$ cat src/rtl/disk_pkg.sv
package disk_pkg;

    typedef enum logic [1:0] {
        ST_IDLE     = 2'd0,
        ST_SQUARE_X = 2'd1,
        ST_SQUARE_Y = 2'd2,
        ST_DECIDE   = 2'd3
    } disk_state_e;

endpackage

$ cat src/rtl/disk_offset.sv
// Signed offset of an unsigned coordinate from a fixed centre.
module disk_offset #(
    parameter int W      = 10,
    parameter int CENTER = 320
) (
    input  logic [W-1:0]      coord,
    output logic signed [W:0] diff
);
    localparam logic signed [W:0] CENTER_S = (W+1)'(CENTER);

    assign diff = $signed({1'b0, coord}) - CENTER_S;
endmodule

$ cat src/rtl/disk_square.sv
// The single multiplier shared by both squares.
module disk_square #(
    parameter int DW = 11
) (
    input  logic signed [DW-1:0]   op,
    output logic signed [2*DW-1:0] sq
);
    logic signed [2*DW-1:0] op_ext;

    assign op_ext = (2*DW)'(op);
    assign sq     = op_ext * op_ext;
endmodule

$ cat src/rtl/disk_below.sv
// Adds two non-negative squares and compares the sum strictly with a limit.
module disk_below #(
    parameter int SW    = 22,
    parameter int LIMIT = 10000
) (
    input  logic [SW-1:0] a,
    input  logic [SW-1:0] b,
    output logic          below
);
    localparam logic [SW:0] LIMIT_W = (SW+1)'(LIMIT);

    logic [SW:0] sum;

    assign sum   = {1'b0, a} + {1'b0, b};
    assign below = (sum < LIMIT_W);
endmodule

$ cat src/rtl/disk_membership_engine.sv
module disk_membership_engine
    import disk_pkg::*;
#(
    parameter int X_BITS   = 10,
    parameter int Y_BITS   = 10,
    parameter int CENTER_X = 320,
    parameter int CENTER_Y = 240,
    parameter int RADIUS   = 100
) (
    input  logic              clk,
    input  logic              rst,
    input  logic              start_i,
    input  logic [X_BITS-1:0] px_i,
    input  logic [Y_BITS-1:0] py_i,
    output logic              done_o,
    output logic              inside_o
);
    localparam int C_BITS = (X_BITS > Y_BITS) ? X_BITS : Y_BITS;
    localparam int OP_W   = C_BITS + 1;
    localparam int SQ_W   = 2 * OP_W;
    localparam int LIMIT  = RADIUS * RADIUS;

    disk_state_e state_q, state_n;

    logic signed [OP_W-1:0] dx_w, dy_w, dx_q, dy_q, op_w;
    logic signed [SQ_W-1:0] sq_w;
    logic [SQ_W-1:0]        acc_q, prod_q;
    logic                   below_w;
    logic                   done_q, inside_q;

    disk_offset #(.W(C_BITS), .CENTER(CENTER_X)) u_off_x (
        .coord (C_BITS'(px_i)),
        .diff  (dx_w)
    );

    disk_offset #(.W(C_BITS), .CENTER(CENTER_Y)) u_off_y (
        .coord (C_BITS'(py_i)),
        .diff  (dy_w)
    );

    // Operand select: the y offset only in SQUARE_Y, the x offset otherwise.
    assign op_w = (state_q == ST_SQUARE_Y) ? dy_q : dx_q;

    disk_square #(.DW(OP_W)) u_square (
        .op (op_w),
        .sq (sq_w)
    );

    disk_below #(.SW(SQ_W), .LIMIT(LIMIT)) u_below (
        .a     (acc_q),
        .b     (prod_q),
        .below (below_w)
    );

    // State register
    always_ff @(posedge clk) begin
        if (rst) state_q <= ST_IDLE;
        else     state_q <= state_n;
    end

    always_comb begin
        state_n = state_q;
        unique case (state_q)
            ST_IDLE:     if (start_i) state_n = ST_SQUARE_X;
            ST_SQUARE_X: state_n = ST_SQUARE_Y;
            ST_SQUARE_Y: state_n = ST_DECIDE;
            ST_DECIDE:   state_n = ST_IDLE;
            default:     state_n = ST_IDLE;
        endcase
    end

    // Datapath and outputs; every multiply lands in prod_q.
    always_ff @(posedge clk) begin
        if (rst) begin
            dx_q     <= '0;
            dy_q     <= '0;
            acc_q    <= '0;
            prod_q   <= '0;
            done_q   <= 1'b0;
            inside_q <= 1'b0;
        end else begin
            done_q <= 1'b0;
            unique case (state_q)
                ST_IDLE: begin
                    if (start_i) begin
                        dx_q <= dx_w;
                        dy_q <= dy_w;
                    end
                end
                ST_SQUARE_X: begin
                    prod_q <= sq_w;
                end
                ST_SQUARE_Y: begin
                    acc_q  <= prod_q;
                    prod_q <= sq_w;
                end
                ST_DECIDE: begin
                    inside_q <= below_w;
                    done_q   <= 1'b1;
                end
                default: ;
            endcase
        end
    end

    assign done_o   = done_q;
    assign inside_o = inside_q;
endmodule

$ cat config.mk
export PLATFORM = sky130hd
export DESIGN_NAME = disk_membership_engine
export DESIGN_NICKNAME = d
export VERILOG_FILES = /design/src/rtl/disk_pkg.sv /design/src/rtl/disk_offset.sv /design/src/rtl/disk_square.sv /design/src/rtl/disk_below.sv /design/src/rtl/disk_membership_engine.sv
export SDC_FILE = /design/constraint.sdc
export NUM_CORES = 1
export LEC_CHECK = 0
export ABC_AREA = 1
export ABC_CLOCK_PERIOD_IN_PS = 15800
export BUFFER_PORTS_ARGS = -buffer_cell sky130_fd_sc_hd__buf_2
export CORE_MARGIN = 2
export CORE_UTILIZATION = 50
export CTS_BUF_LIST = sky130_fd_sc_hd__clkbuf_4 sky130_fd_sc_hd__clkbuf_8 sky130_fd_sc_hd__clkbuf_16
export CTS_CLUSTER_SIZE = 10
export DETAILED_ROUTE_END_ITERATION = 8
export PLACE_DENSITY = 0.74
export RECOVER_POWER = 100
export SYNTH_ARGS = -nofsm -noshare
export SYNTH_HDL_FRONTEND = slang
export SYNTH_SLANG_ARGS = --single-unit
$ cat constraint.sdc
create_clock -name clk -period 15.8 [get_ports clk]
set_input_delay 1.58 -clock clk [delete_from_list [all_inputs] [get_ports clk]]
set_output_delay 1.58 -clock clk [all_outputs]
set_load 0.02 [all_outputs]
# Yosys cells after proc, flatten, opt, wreduce, memory -nomap -nowiden
# Cells that the tools add are included.
# op_classes
order_cmp	1
n_addsub	3
reduce_logical	3
n_shift	0
muxes	4
n_div	0
n_mul	1
bitwise_logic	0
eq_ne	4
# ops
op	count
22-bit by 22-bit adder with 23-bit output	1
23-bit by 14-bit less-than comparator with 1-bit output (second input constant)	1
11-bit by 11-bit multiplier with 22-bit output	1
11-bit 2-to-1 mux	1
10-bit by 8-bit subtractor with 11-bit output (second input constant)	1
10-bit by 9-bit subtractor with 11-bit output (second input constant)	1
2-bit case mux with 4 select lines	1
2-bit equality test (second input constant)	2
2-bit by 1-bit equality test with 1-bit output (second input constant)	1
2-bit zero test	1
2-bit 2-to-1 mux	1
2-bit != test (second input constant)	1
2-bit AND reduction	1
2-bit OR reduction	1
1-bit 2-to-1 mux	1
# totals
word_cells	23
output_inout_bits	2
rom_bits	0
ff_bits	70
ram_bits	0
latch_bits	0
mem_count	0

# Logic depth before layout (Yosys ltp)
# Gate-level depths: netlist (run 1).
# logic_depth
ltp_word	3
ltp_mapped	33
ltp_nobuf	29

# By module
# A second synthesis (run 1) with hierarchy kept.
# hier_totals
hier_cells	1348
hier_area_um2	9285.2
# by_module_without_submodules
mod	seq_area_each_um2	instances	area_per_inst_um2	cells_per_inst
disk_square	0.0	1	4571.9	599
disk_membership_engine	1401.3	1	2815.2	357
disk_below	0.0	1	1666.6	353
disk_offset (u_off_y)	0.0	1	120.1	20
disk_offset (u_off_x)	0.0	1	111.4	19

# Worst setup path before layout (run 1)
# OpenSTA, ideal clock, no wires.
# synth_path
path_kind	reg-to-reg
from	register state_q[0]
to	register prod_q[21]
setup_slack_ns	9.763
arrival_ns	5.910
setup_ns	0.127
stages_incl_launch_ff	25
required_ns	15.673
path_buffers	3
period_less_slack_ns	6.037
path_cell_list	dfxtp_1 > inv_1 > ha_1 > buf_6 > buf_4 > buf_6 > o21ai_2 > clkinv_1 > nor2_1 > inv_1 > fa_1 > inv_1 > fa_1 > fa_1 > fa_1 > inv_1 > fa_1 > inv_1 > ha_1 > nand2_1 > nor3_1 > nand2_1 > o311ai_0 > xnor2_1 > a21oi_1
# synth_via
elab_chain_len	3
elab_cells_between_ends	5
cone_classes	1 x mul; 2 x eq/ne; 1 x mux; 1 x reduce/logical
# synth_lines
item	line	rtl
start, declared	disk_membership_engine.sv:23	disk_state_e state_q, state_n;
start signal, assigned	disk_membership_engine.sv:58	else state_q <= state_n;
2-bit equality test	disk_membership_engine.sv:42, disk_membership_engine.sv:83	
11-bit 2-to-1 mux	disk_membership_engine.sv:42	assign op_w = (state_q == ST_SQUARE_Y) ? dy_q : dx_q;
11-bit by 11-bit multiplier with 22-bit output	disk_square.sv:11	assign sq = op_ext * op_ext;
end signal, assigned	disk_membership_engine.sv:91	prod_q <= sq_w;
end signal, assigned	disk_membership_engine.sv:95	prod_q <= sq_w;
end, declared	disk_membership_engine.sv:27	logic [SQ_W-1:0] acc_q, prod_q;
# Parallel ways exist; a longest one is shown, timed or not.
# A chain may end at the register's enable or synchronous reset.

# Worst setup path after layout (run 1)
# Ends and elaborated chain as after synthesis.

==> results.yml, run 1 <==
run_status:
  outcome: "complete, but fails checks"
  violations: "max-capacitance violations, max-slew violations"
setup_path:
  crit_path_max_incr_delay_ns: 1.52
  crit_chain: "inv_1, ha_1, clkbuf_1, o21ai_0, inv_1, nor2_1, inv_1, fa_1, fa_1, inv_1, fa_1, inv_1, fa_1, fa_1, inv_1, ha_1, inv_1, nor3_1, nand2_1, o311ai_0, xnor2_1, a21oi_1"
  r2r_start: "state_q[0]$_SDFFE_PP0P_"
  cp-start-kind: "flop"
  rr_worst_depth: 22
  r2r_slack_ns: 7.66
  slowest_stage: "clkbuf_1"
  r2r_end: "prod_q[21]$_SDFFE_PP0P_"
  end_kind: "flop"
  crit_type: "reg -> reg"
  arrival_ns: 8.36
  critical_path_required_ns: 16.02
  cp_max_fo: 54
  crit_path_frequent_cell: "inv_1"
cells_and_area:
  antenna_cells: 0
  post-route-cell-area_um2: 8708
  area_growth_pct: 7.093
  drive_gt1_share_pct: 4.298
  layout.nets: 1329
  stdcell_count: 1356
  fill_cells: 1544
yosys:
  ys.flop_type: "dfxtp_1"
  async_flop_share_pct: 0
  syn_inst: 1123
  syn_avg_cell_area_um2: 7.241
  synth_top_area_share_pct: 25.11
  synthAdderAreaFrac_pct: 35.57
  netlist_area_um2: 8132
  yosys.area.top_type: "fa_1"
  synthMuxAreaShare_pct: 0
  seq_area_frac_synth_pct: 16.25
  yosys_warnings: 0
  yosys.area_share.simple_pct: 18.65
  synth_xor_area_share_pct: 2.893
  synthDistinctLibCells: 41
  yosysMostFrequentCell: "inv_1"
  synth_fp_nets: 1316
  synth_area_leaders: "fa_1 25%, dfxtp_1 16%, inv_1 13%"
  synth-compound-area-share_pct: 11.74
  synth_top_family_by_area: "adder cells"
  ys_ff_latch: 66
  synth_edf_count: 0
  synthTopCellsByCount: "282 x inv_1, 180 x nand2_1, 121 x nor2_1, 102 x fa_1, 75 x a21oi_1"
routing:
  dr.pass1.iters: 5
  wl_per_cell_um: 13.12
  ant_nets: 0
  first_iter_violations: 329
  vias_per_cell: 5.020
  drt-total-wl_um: 17790
  route.detailed.drc: 0
  route.vias.total: 6807
clock_tree:
  cts_tree: "built"
  htreeDepth: 3
  cts_root_buffer: "clkbuf_16"
  cts_sinks: 66
  ctsResizeCount: 0
  cts_made_buffers: 9
  insertion_delay_ns: 0.34
  clockBufferDepth: 2
  holdBufCountCts: 0
  postCtsSetupRepairBufs: 0
  clk_pin_slew_ns: 0.06
placement:
  dpl_cell_area_um2: 8431
  dpl.cell_count: 1341
  io_buffers: 24
  finalWeightedCongestion: 0.9005
  hpwlAfterDp_um: 14620
sta:
  final.setup.tns_ns: 0
  slew_headroom_pct: -42.34
  slew_violations: 104
  worst_slew_pin_slew_ns: 2.135
  final_hold_viol_count: 0
  fin_crit_ns: 8.144
  fin_crit_sh_pct: 51.54
  setup_viol: 0
  fmax_ghz: 0.1228
  rsz0062_at_grt: "no"
  skew_ns: 0.008991
hold_path:
  hold_end: "dx_q[0]$_SDFFE_PP0P_"
  hp-class: "reg -> reg"
  worstHoldPathCells: 2
  min_from: "dx_q[0]$_SDFFE_PP0P_"
power_and_ir_drop:
  power_leakage_nw: 4.564
  ir_drop_v: 0.0001810
  p_per_area_nw_per_um2: 154.6
die:
  io_pins: 25
  rows: 46
  core_um2: 15890
  die_width_um: 131.5
  dieArea_um2: 17300
  start_util_pct: 51.19
  die_h_um: 131.5
global_routing:
  track_usage_pct: 21.46
  grt_pass1_vias: 6785
  grt_overflow_total: 0
  grt_max_degree: 55
  antenna_found_initial: 0
  grt_first_pass_wirelength_um: 30680
job:
  drv_cap: 2
-- per-stage QoR --
stage	utilization, %	hold slack [ns]	setup WS, ns	power (mW)
floorplan	-	0.4244	9.763	0.9482
global placement	53.07	0.4349	9.116	1.132
detailed placement	53.07	0.4409	8.885	1.153
CTS	54.91	0.4495	8.845	1.355
global route	54.82	0.4925	6.913	1.503
finish	54.82	0.4518	7.656	1.346
-- worst max-delay path, delay by kind of cell, from the launching register on --
family / cells / cell delay, ns
buffers and inverters: 8 / 2.53
DFF: 1 / 0.31
adders and majority gates: 7 / 3.22
AOI/OAI and AO/OA: 3 / 1.28
xor gates and xnor gates: 1 / 0.17
and+or+nand+nor: 3 / 0.51
-- sequential cells by signal (all words and copies together), names as in the netlist --
name / flops
inside_o: 1
done_o: 1
dy_q: 11
acc_q: 20
state_q: 2
prod_q: 20
dx_q: 11
-- per-layer routing --
metal  track usage, %  wire [um]
met1            27.77       7963
met2            38.16       8849
met3            2.778        705
met4            4.952        267
met5                0          0
-- cell families (layout without fill, tap and decap cells) --
family          after synthesis  after routing
compound gates              176            176
xor+xnor                     26             26
fa+ha+maj                   170            170
buf+inv                     314            331
flops                        66             66
simple gates                371            371
-- how the worst max path moves through the flow --
stage,from,end
global placement,state_q[0]$_SDFFE_PP0P_,prod_q[21]$_SDFFE_PP0P_
detailed placement,state_q[0]$_SDFFE_PP0P_,prod_q[21]$_SDFFE_PP0P_
CTS,state_q[0]$_SDFFE_PP0P_,prod_q[21]$_SDFFE_PP0P_
floorplan,state_q[0]$_SDFFE_PP0P_,prod_q[21]$_SDFFE_PP0P_
global route,state_q[0]$_SDFFE_PP0P_,prod_q[20]$_SDFFE_PP0P_
finish,state_q[0]$_SDFFE_PP0P_,prod_q[21]$_SDFFE_PP0P_
-- layout make-up --
cell class / instances / area [um^2] / area share, %
timing repair buffer: 29 / 146.4 / 1.681
sequential: 66 / 1321 / 15.17
clock inverter: 6 / 67.56 / 0.7759
tap: 216 / 270.3 / 3.103
multi-input combinational: 743 / 5595 / 64.25
clock buffer: 9 / 225.2 / 2.586
inverter: 287 / 1082 / 12.43
-- cell usage in the layout (no fill, tap or decap), types with 2 or more instances in the layout --
cell type	Yosys	routed
buf_4	1	3
a21oi_1	75	76
xor2_1	14	14
a21o_1	4	4
nor3_1	4	4
o211ai_1	6	6
buf_2	1	21
o31ai_1	2	2
nor2_1	121	121
clkbuf_1	21	5
nand2_1	180	180
nand3_1	44	44
inv_1	282	282
a211oi_1	4	4
dfxtp_1	66	66
and2_1	3	3
nand4_1	11	11
ha_1	68	68
clkinv_4	1	2
o21ai_1	4	2
inv_2	2	2
o21ai_2	3	3
clkinvlp_4	0	2
xnor2_1	11	11
nand3b_1	4	4
o21ai_0	70	72
clkbuf_16	0	9
o21bai_1	2	2
clkinv_1	2	2
fa_1	102	102
-- where the power goes --
| group | switching [mW] | internal (mW) | total (mW) |
|---|---|---|---|
| clock | 0.0750 | 0.122 | 0.197 |
| combinational | 0.585 | 0.314 | 0.899 |
| sequential | 0.0308 | 0.220 | 0.250 |
| total | 0.691 | 0.655 | 1.35 |
No activity file was read; power rests on OpenSTA's default activity.
==> run 2, diff against run 1 <==
Settings changed: ABC_CLOCK_PERIOD_IN_PS 15800 to 7900.
Clock period 15.8 ns to 7.9 ns, I/O delays scaled along.
==> results.yml, run 2 (synthesis gave the netlist of run 1 again) <==
run_status:
  outcome: "finished clean"
placement:
  dpl_cell_area_um2: 8416
  pre_cts_slack_ns: 0.5500
  hpwlAfterDp_um: 14710
  finalWeightedCongestion: 0.9576
  io_buffers: 24
global_routing:
  grt_pass1_vias: 6799
  grt_first_pass_wirelength_um: 31190
  antenna_found_initial: 0
  track_usage_pct: 21.78
  grt_overflow_total: 0
  grt_max_degree: 31
setup_path:
  arrival_ns: 7.49
  r2r_end: "prod_q[21]$_SDFFE_PP0P_"
  rr_worst_depth: 21
  crit_type: "reg -> reg"
  startpoint: "state_q[0]$_SDFFE_PP0P_"
  cp-start-kind: "flop"
  r2r_start: "state_q[0]$_SDFFE_PP0P_"
  end_kind: "flop"
  cp_max_fo: 27
  r2r_slack_ns: 0.60
  critical_path_required_ns: 8.10
routing:
  route.vias.total: 6810
  route.detailed.drc: 0
  wl_per_cell_um: 13.09
  drt-total-wl_um: 17730
  first_iter_violations: 385
  dr.pass1.iters: 5
  vias_per_cell: 5.026
  ant_nets: 0
die:
  core_um2: 15890
  io_pins: 25
  start_util_pct: 51.19
  die_width_um: 131.5
  rows: 46
  dieArea_um2: 17300
  die_h_um: 131.5
sta:
  rsz0062_at_grt: "no"
  final_hold_viol_count: 0
  fmax_ghz: 0.1371
  fin_crit_sh_pct: 92.35
  skew_ns: 0.005427
  fin_crit_ns: 7.296
  setup_viol: 0
  slew_headroom_pct: 26.15
  slew_violations: 0
  final.setup.tns_ns: 0
  worst_slew_pin_slew_ns: 1.096
  timing.final.ws_setup_ns: 0.6041
clock_tree:
  clockBufferDepth: 2
  cts_sinks: 66
  cts_root_buffer: "clkbuf_16"
  htreeDepth: 3
  cts_tree: "built"
  postCtsSetupRepairBufs: 0
  holdBufCountCts: 0
  clk_pin_slew_ns: 0.06
  cts_made_buffers: 9
  ctsResizeCount: 0
  insertion_delay_ns: 0.34
cells_and_area:
  drive_gt1_share_pct: 4.214
  final_common_cell: "inv_1"
  multi_input_area_um2: 5595
  regArea_um2: 1321
  layout.nets: 1327
  top_regs: "acc_q x20, prod_q x20"
  antenna_cells: 0
  most-common-layout-cells: "282 x inv_1, 180 x nand2_1, 121 x nor2_1"
  area_growth_pct: 7.047
  post-route-cell-area_um2: 8705
  fill_cells: 1549
hold_path:
  hold_end: "dx_q[3]$_SDFFE_PP0P_"
  min_from: "dx_q[3]$_SDFFE_PP0P_"
  hp-class: "reg -> reg"
  worstHoldPathCells: 2
power_and_ir_drop:
  power_mw: 2.682
  power_leakage_nw: 4.559
  ir_drop_v: 0.0001863
  p_per_area_nw_per_um2: 308.1
job:
  drv_cap: 0
[run 2: changes by cell type in the layout (fill, tap and decap cells not counted), sizes merged]
cell / change
clkinv: +1
buf: -2
[run 2: layer usage]
layer	global-route usage [%]	routed length, um
met1	27.89	7805
met2	38.63	8820
met3	3.318	789
met4	5.193	318
met5	0	0
[run 2: cell type report]
| type | instances | share of cell area, % |
|---|---|---|
| multi-input cells | 743 | 64.28 |
| flip-flops and latches | 66 | 15.18 |
| inverters | 287 | 12.43 |
| well taps | 216 | 3.105 |
| clock buffers | 9 | 2.587 |
| repair buffers | 27 | 1.509 |
| clock inverters | 7 | 0.9056 |
[run 2: power by group]
group | internal [mW] | switching (mW) | total (mW)
logic | 0.622 | 1.16 | 1.78
registers | 0.439 | 0.0614 | 0.501
clock network | 0.247 | 0.158 | 0.404
[run 2: worst max-delay path by stage]
stage | cells after the start | slack (ns) | endpoint
4_1_cts | 21 | 0.56 | prod_q[21]$_SDFFE_PP0P_
6_report | 21 | 0.60 | prod_q[21]$_SDFFE_PP0P_
2_1_floorplan | 24 | 1.86 | prod_q[21]$_SDFFE_PP0P_
3_5_place_dp | 21 | 0.55 | prod_q[21]$_SDFFE_PP0P_
5_1_grt | 25 | 0.01 | prod_q[18]$_SDFFE_PP0P_
3_3_place_gp | 21 | 0.66 | prod_q[21]$_SDFFE_PP0P_
[run 2: through the flow]
step,utilization [%],hold slack [ns],std cells
detailed placement,52.98,0.4452,1339
CTS,54.89,0.4527,1355
finish,54.80,0.4493,1355
floorplan,-,0.4244,1123
global route,54.80,0.4747,1355
global placement,52.98,0.4413,1339
[run 2: critical path, stage by stage (launching register included)]
cell and delay (ns):
dfxtp_1 0.34, inv_1 0.09, ha_1 0.51, o21ai_0 0.99, inv_1 0.41, nor2_1 0.27, inv_1 0.09, fa_1 0.65
inv_1 0.16, fa_1 0.57, fa_1 0.44, fa_1 0.55, inv_1 0.06, fa_1 0.52, inv_1 0.04, ha_1 0.35
nand2_1 0.10, nor3_1 0.28, nand2_1 0.08, o311ai_0 0.38, xnor2_1 0.17, a21oi_1 0.08
